$ cat config.mk
export PLATFORM = sky130hd
export DESIGN_NAME = lvds_pixel_packer
export DESIGN_NICKNAME = d
export VERILOG_FILES = /design/src/rtl/lvds_pixel_packer.sv
export SDC_FILE = /design/constraint.sdc
export NUM_CORES = 1
export LEC_CHECK = 0
export CAP_MARGIN = 40
export CORE_MARGIN = 10
export CORE_UTILIZATION = 25
export DETAILED_ROUTE_END_ITERATION = 16
export RECOVER_POWER = 50
export SYNTH_ARGS = -nofsm -noshare
export SYNTH_HDL_FRONTEND = slang
export SYNTH_SLANG_ARGS = --single-unit
export TNS_END_PERCENT = 100
$ cat constraint.sdc
create_clock -name clk_bit -period 3.4 [get_ports clk_bit]
set_clock_uncertainty 0.15 [all_clocks]
set_input_delay 0.68 -clock clk_bit [delete_from_list [all_inputs] [get_ports clk_bit]]
set_output_delay 0.68 -clock clk_bit [all_outputs]
set_load 0.01 [all_outputs]
$ cat src/rtl/lvds_pixel_packer.sv
module lvds_pixel_packer (
  input  logic       clk_bit,
  input  logic       rst_n,
  input  logic [7:0] red,
  input  logic [7:0] green,
  input  logic [7:0] blue,
  input  logic       hsync,
  input  logic       vsync,
  input  logic       de,
  input  logic       mode18,
  input  logic       map_alt,
  output logic       take_o,
  output logic [3:0] lane_o,
  output logic       clk_lane_o
);

  localparam int SLOTS   = 7;
  localparam int LANES   = 4;
  localparam int FRAME_W = SLOTS * LANES;
  localparam int PH_W    = $clog2(SLOTS);
  localparam int LO_W    = 6;
  localparam int HI_W    = 2;

  logic [PH_W-1:0]    ph;
  logic [FRAME_W-1:0] frame_d;
  logic [SLOTS-1:0]   sh [LANES];
  logic               m18_q;
  logic               last;

  logic [LO_W-1:0] r_lo, g_lo, b_lo;
  logic [HI_W-1:0] r_hi, g_hi, b_hi;

  assign r_lo = map_alt ? red[5:0]   : red[7:2];
  assign g_lo = map_alt ? green[5:0] : green[7:2];
  assign b_lo = map_alt ? blue[5:0]  : blue[7:2];
  assign r_hi = map_alt ? red[7:6]   : red[1:0];
  assign g_hi = map_alt ? green[7:6] : green[1:0];
  assign b_hi = map_alt ? blue[7:6]  : blue[1:0];

  assign frame_d = {1'b0, mode18 ? 6'b0 : {b_hi, g_hi, r_hi},
                    de, vsync, hsync, b_lo, g_lo, r_lo};

  assign last       = (ph == PH_W'(SLOTS - 1));
  assign take_o     = last;
  assign clk_lane_o = (ph < PH_W'(2)) || (ph > PH_W'(4));

  always_ff @(posedge clk_bit or negedge rst_n) begin
    if (!rst_n)    ph <= '0;
    else if (last) ph <= '0;
    else           ph <= ph + 1'b1;
  end

  always_ff @(posedge clk_bit or negedge rst_n) begin
    if (!rst_n)    m18_q <= 1'b0;
    else if (last) m18_q <= mode18;
  end

  for (genvar i = 0; i < LANES; i++) begin : g_lane
    always_ff @(posedge clk_bit or negedge rst_n) begin
      if (!rst_n)    sh[i] <= '0;
      else if (last) sh[i] <= frame_d[i*SLOTS +: SLOTS];
      else           sh[i] <= sh[i] >> 1;
    end
    assign lane_o[i] = sh[i][0];
  end

  a_r1_phase_wrap: assert property (@(posedge clk_bit) disable iff (!rst_n)
    last |=> ph == '0);
  a_r1_phase_step: assert property (@(posedge clk_bit) disable iff (!rst_n)
    !last |=> ph == $past(ph) + 1'b1);
  a_r1_take_single: assert property (@(posedge clk_bit) disable iff (!rst_n)
    take_o |=> !take_o);
  a_r2_rise_slot: assert property (@(posedge clk_bit) disable iff (!rst_n)
    $rose(clk_lane_o) |-> ph == PH_W'(5));
  a_r2_fall_slot: assert property (@(posedge clk_bit) disable iff (!rst_n)
    $fell(clk_lane_o) |-> ph == PH_W'(2));
  a_r6_lane3_quiet: assert property (@(posedge clk_bit) disable iff (!rst_n)
    m18_q |-> !lane_o[3]);
  a_r7_spare_low: assert property (@(posedge clk_bit) disable iff (!rst_n)
    last |-> !lane_o[3]);
  a_r8_mode_hold: assert property (@(posedge clk_bit) disable iff (!rst_n)
    !last |=> $stable(m18_q));

endmodule

==> summary by stage, run 1 <==
Run status
The run finished, with violations left. The checks that failed: max-capacitance violations, max-slew violations.

Logic synthesis
In the post-synthesis netlist, the biggest area contributors are dfrtp_1 (49%), mux2_4 (18%), mux2_2 (6.6%). In this run the mean area of a mapped cell was 15.0 um^2. The most used flip-flop cell after synthesis is dfrtp_1. The synthesized design contains 0 enable-type register cells. Yosys instantiated no cell more often than dfrtp_1. Yosys mapped the design onto 17 distinct sky130hd cell types.

Synthesis inferred 30 register bits. The sequential-to-total area share from yosys stat is 0.492. By count the netlist is led by dfrtp_1 (30), mux2_4 (18), mux2i_1 (10).

In this run the cell area of the synthesized design comes to 1530 um^2. Of the post-synthesis cell area, the dominant cell type holds 0.492. The post-synthesis cell count is slightly above 100. The count of synthesis-stage warnings from yosys is 0. The cell type with the highest aggregate area in the netlist is dfrtp_1.

The net count after synthesis is ~130. In the synthesized netlist the async set-or-reset flop fraction comes to 1.00.

Layout
Of the cells placed in the final design, the portion with a size suffix greater than 1 is 0.277. The area growth from synthesis to layout is 31.3%. The net count of the finished layout is 167. The layout has 570 filler cells. The diode insertion count for antenna repair is 0.

Global route
The global-route total usage across every layer is 0.0680. Entering global routing, the biggest net connects 31 pins. The first global-routing pass estimated 5220 um of wire. The number of global-route vias before repair was 1016. After global routing the overflow that remains totals 0. The number of antenna violations at the first check in global routing is 0.

Critical path
At the worst endpoint, the arrival time is between 1.5 and 2 ns. The register-to-register setup slack is 1.78 ns. The critical path capture point type is an output port. The required time of the critical path is approximately 2.6 ns. The path type of the worst setup path is reg2out.

The launching element type of the critical path is a flop. The largest fanout of any net on the critical path is 20.

Clock network
The TritonCTS sink count is 30. The later-pin clock latency in the skew report is around 0.28 ns. The quantity of gates resized following cts is 0. The tree is rooted in a clkbuf_8. The clock transition time at the flip-flop clock pins of the worst setup and hold paths is 0.06 ns. The longest clock path from root to sink contains 2 buffers. The post-cts hold buffer count is 0. The H-tree generated during clock tree synthesis spans 2 levels.

The number of buffers added for setup after CTS is 0. In this run, CTS created clock tree buffers numbering 5. The clock tree from TritonCTS is yes.

Pwr
The maximum ir drop on the vdd rail is 0.000187 V. In this run the static leakage power is 0.877 nW. In this run the power density over the cells is 420 nW/um^2.

The post-layout total power is roughly 840 uW.

Routing
The count of routing violations after the opening detailed-route iteration is 50. After detailed routing, the number of remaining DRC violations is 0. The routed wire length is 3150 um. The count of nets left with antenna violations once routing finished came out at 0. The post-detailed-route wirelength per cell is 14.8 um. For this run, the detailed router's first-pass iteration total came to 4. The via count normalized by instance count is 4.20. The routed layout has 891 vias.

Timing
The final-report setup violation count is 0. The part of the cycle the worst path needs is 0.801. Timing would allow up to 367 MHz. The worst pin sits at a relative slew slack of -0.0639. Setup repair after global routing left no endpoint under its margin.

The total count of max-transition violations in the final report is 31. Adding up every negative setup slack in the final design gives 0 ns. The number of hold-slack violations in the final timing report is 0.

The post-layout minimum cycle time is roughly 2.7 ns. The transition time of the tightest slew-check pin is roughly 1.6 ns.

Die
The core region is roughly 5900 um^2. The number of top-level design ports is 37. For this configuration, the core starts out at a cell density of 0.258. The vertical extent of the die is 98.1 um. After floorplanning, the core was divided into 28 placement rows. The horizontal die dimension is 98.1 um. The die footprint is 9620 um^2.

Min path
The tightest min-delay check is of the reg2reg type.

Flow run
The number of max-capacitance violations reported is 1.

Place
The final weighted congestion in routability-driven placement is ~0.78. The number of buffer cells added on primary ports is 36. The detailed placement HPWL is 2430 um.
power breakdown:
part           total (mW)  internal [mW]  switching, mW
logic               0.113         0.0751         0.0376
registers           0.386          0.379        0.00649
clock network       0.343          0.215          0.128
kinds of logic (layout without fill, tap and decap cells):
kind of cell | after synthesis | after routing | synth area share
and+or+nand+nor | 9 | 9 | 0.0402
buffers and inverters | 12 | 47 | 0.0673
AOI/OAI and AO/OA | 6 | 6 | 0.0320
DFF | 30 | 30 | 0.492
muxes | 45 | 45 | 0.368
routing by layer:
metal,routed length [um],share of wire,GRT usage
met1,1500,0.48,0.0911
met2,1340,0.43,0.0934
met3,288,0.092,0.0345
met4,14,0.0045,0.0168
met5,0,0,0
final cells by class:
type / count / area, um^2 / share of cell area
flip-flops and latches: 30 / 751 / 0.375
multi-input cells: 60 / 672 / 0.335
repair buffers: 38 / 372 / 0.186
well taps: 75 / 93.8 / 0.0468
clock buffers: 5 / 68.8 / 0.0344
clock inverters: 3 / 40.0 / 0.0200
inverters: 1 / 6.26 / 0.00312
cell usage in the layout, fill, tap and decap left out:
cell / netlist / final
mux2i_1: 10 / 10
dlygate4sd3_1: 0 / 1
bufinv_16: 0 / 1
mux2_1: 8 / 8
a21oi_1: 1 / 1
nand4bb_1: 1 / 1
mux2_2: 9 / 9
o2bb2ai_1: 5 / 5
nor2_1: 4 / 4
clkdlybuf4s50_1: 0 / 35
nor3_1: 1 / 1
nand2_1: 1 / 1
dfrtp_1: 30 / 30
clkbuf_1: 0 / 1
and2_1: 1 / 1
mux2_4: 18 / 18
clkbuf_8: 0 / 5
nand3b_4: 1 / 1
buf_4: 4 / 1
inv_4: 1 / 1
clkinv_2: 0 / 2
state kept, by name, indices dropped and copies added, names as in the netlist:
signal  count
lane_o      4
ph          3
sh         23
final timing paths:
check	to	from	cells past startpoint
worst max register to register	sh[24]	ph[1]	3
worst min register to register	sh[4]	sh[5]	1
min in group asynchronous	lane_o[0]	rst_n	2
worst min-delay path	sh[4]	sh[5]	1
worst max-delay path	take_o	ph[1]	3
max in group asynchronous	sh[9]	rst_n	2
per-stage QoR:
step / hold slack, ns / cells / instance area [um^2] / util / worst slack, ns
4_1_cts: 0.303 / 212 / 2010 / 0.339 / 0.648
3_5_place_dp: 0.289 / 204 / 1900 / 0.321 / 0.954
2_1_floorplan: 0.234 / 102 / 1530 / - / 1.64
5_1_grt: 0.318 / 212 / 2000 / 0.338 / 0.535
6_report: 0.301 / 212 / 2000 / 0.338 / 0.678
3_3_place_gp: 0.293 / 204 / 1900 / 0.321 / 1.01
critical path, stage by stage, from the launching register on:
cell	delay [ns]
dfrtp_1	0.50
nand3b_4	0.20
inv_4	0.31
clkdlybuf4s50_1	0.61
(Power assumes the default switching activity.)
==> run 2, diff against run 1 <==
Clock period 3.4 ns to 2.74 ns, I/O delays scaled along.
==> summary by stage, run 2 (synthesis results as in run 1) <==
Clock network
The clock tree from TritonCTS is yes. The total number of H-tree levels was 2 (unchanged). The number of buffers added for setup after CTS came to 0 (unchanged). The buffer levels on the longest clock path is 2 (unchanged).

The TritonCTS sink count is 30 (unchanged). The later-pin clock latency in the skew report is 0.27 ns (about the same). The post-cts hold buffer count is 0 (unchanged). The clock transition time at the flip-flop clock pins of the worst setup and hold paths was 0.06 ns (about the same). The root buffer cell is clkbuf_8. The number of buffers created by CTS is 5 (unchanged). The quantity of gates resized following cts is 0 (unchanged).

Critical path
The destination of the worst register-to-register timing path is sh[23]. The register-to-register setup slack came to 1.01 ns (-0.77 ns). The largest fanout of any net on the critical path came to 9 (-55%). The launching element type of the critical path is a flop. The cell count of the worst reg-to-reg path is 4 (+1). The critical register-to-register path startpoint is ph[1]. The required time of the critical path was 2.04 ns (-0.53 ns). The data arrival time of the critical path is 1.60 ns (-0.29 ns). STA classifies the critical path endpoint as an output port.

The path type of the worst setup path is reg2out.

Layout
The final instance count without filler cells is 212 (unchanged). The number of flip-flops under the largest register name is 23 (unchanged). The share of final-layout standard cells stronger than drive strength 1 is 0.285 (+0.00730).

The diode insertion count for antenna repair is 0 (unchanged). The number of nets in the layout is 168 (+0.60%). Compared with the post-synthesis result, the final layout area differs by 32.3%.

The filler cell count is 587 (+3.0%). The area used by sequential logic in the layout came to 751 um^2 (unchanged). The largest register by flop count is sh. Leaving out fill and tap cells, the most frequent cell in the layout is clkdlybuf4s50_1.

The area used by multi-input combinational logic was 672 um^2 (unchanged). In the layout the commonest cells are clkdlybuf4s50_1 (35), dfrtp_1 (30), mux2_4 (18), mux2i_1 (10), mux2_2 (9).

Timing
The part of the cycle the worst path needs is 0.839. The final-layout setup total negative slack is 0 ns (unchanged). The transition time of the tightest slew-check pin is 0.390 ns (-1.21 ns). Static timing analysis puts the maximum clock frequency at 435 MHz. The post-layout minimum cycle time is between 2 and 2.5 ns. Setup repair after global routing left no endpoint under its margin. The total count of max-transition violations in the final report is 0 (-100%).

The number of hold-slack violations in the final timing report is 0 (unchanged). The headroom to the max-slew limit is 0.740 (+0.804). The final-report setup violation count came to 0 (unchanged).

Run status
The run finished with clean final reports.

Min path
The path with the worst hold slack has its endpoint at sh[4]. The cell count of the worst hold path is 1 (unchanged). The startpoint identified for the worst hold timing path is sh[5]. The min-delay analysis places its worst path in the category reg2reg.

Routing
The post-detailed-route wirelength per cell is 15.5 um (+4.3%). The routed wire length is 3280 um (+4.3%). The first-pass iteration count of the detailed router was 3 (-1). The via count normalized by instance count was 4.21 (+0.22%). The count of routing violations after the opening detailed-route iteration was 7 (-86%). The remaining routing DRC violations was 0 (unchanged). The antenna violation net count after detailed routing was 0 (unchanged). The routed via count was 893 (+0.22%).

Global route
The number of antenna violations at the first check in global routing is 0 (unchanged). The number of global-route vias before repair is 1042 (+2.6%). The global-route wire length before repair is 5450 um (+4.5%). The remaining global-route overflow is 0 (unchanged). The maximum number of pins on one net before global-route repair is 31 (unchanged). The global-route total usage across every layer was 0.0693 (+0.00134).

Die
The row count is 28 (unchanged). The number of top-level design ports is 37 (unchanged). The effective utilization at floorplan is 0.258 (unchanged).

The die footprint is 9620 um^2 (unchanged). The horizontal die dimension came to 98.1 um (unchanged). The area inside the core boundary is 5920 um^2 (unchanged). The vertical extent of the die is 98.1 um (unchanged).

Pwr
The switching power is 208 uW (+21%). The part of the total power dissipated in combinational logic is 0.132 (-0.002). The switching power as a share of total power came to 0.196 (-0.00826). The internal power came to 855 uW (+28%). The proportion of power drawn by flip-flops and latches is 0.450 (-0.008).

The part of the total power dissipated in the clock network is 0.419 (+0.011). The leakage power summed over all cells is 0.885 nW (+0.96%). The maximum ir drop on the vdd rail is 0.000176 V (-5.7%). The power per cell area is 527 nW/um^2 (+25%).

Place
The placed cell count came to 205 (+0.49%). The detailed placement HPWL is 2500 um (+2.8%). The number of buffer cells added on primary ports is 36 (unchanged). The final weighted congestion in routability-driven placement came to 0.821 (+5.4%).

Flow run
The number of max-capacitance violations reported is 0 (-1).
run 2: cell count changes in the layout (fill, tap and decap cells not counted):
cell | previous run | this run
clkbuf_1 | 1 | 0
clkbuf_8 | 5 | 6
buf_4 | 1 | 3
clkinv_2 | 2 | 0
run 2: layout make-up:
class | count | share of cell area
sequential | 30 | 0.372
multi-input combinational | 60 | 0.333
timing repair buffer | 39 | 0.190
tap | 75 | 0.0465
clock buffer | 6 | 0.0409
clock inverter | 1 | 0.0149
inverter | 1 | 0.00310
run 2: worst max-delay path, cell delays in order (launching register included):
cell             delay, ns
dfrtp_1               0.50
nand3b_4              0.20
inv_4                 0.09
clkdlybuf4s50_1       0.54
run 2: power groups by stage:
| stage | clock (mW) | combinational [mW] | sequential [mW] |
|---|---|---|---|
| after detailed placement | 0 | 0.142 | 0.486 |
| after global routing | 0.486 | 0.153 | 0.480 |
| after floorplan | 0 | 0.0756 | 0.484 |
| after CTS | 0.460 | 0.144 | 0.478 |
| after global placement | 0 | 0.139 | 0.486 |
| final | 0.445 | 0.140 | 0.478 |
run 2: how the worst max path moves through the flow:
stage | startpoint | to | slack [ns] | depth (start not counted)
finish | ph[1] | take_o | 0.44 | 3
global route | ph[1] | take_o | 0.34 | 3
CTS | ph[1] | take_o | 0.43 | 3
detailed placement | map_alt | sh[18] | 0.50 | 4
global placement | map_alt | sh[18] | 0.51 | 4
floorplan | map_alt | sh[10] | 1.11 | 4
run 2: through the flow:
step           power [mW]   util  setup slack [ns]  hold slack, ns  area [um^2]
4_1_cts              1.08  0.341             0.428           0.311         2020
6_report             1.06  0.341             0.442           0.309         2020
3_5_place_dp        0.629  0.322             0.501           0.295         1910
3_3_place_gp        0.625  0.322             0.507           0.289         1910
5_1_grt              1.12  0.341             0.337           0.320         2020
2_1_floorplan       0.559      -              1.11           0.102         1530
run 2: routing by layer:
layer	part of all wire	vias to the layer above	track usage
met1	0.47	432	0.0912
met4	0	0	0.0101
met5	0	-	0
li1	-	426	-
met2	0.45	35	0.102
met3	0.089	0	0.0338
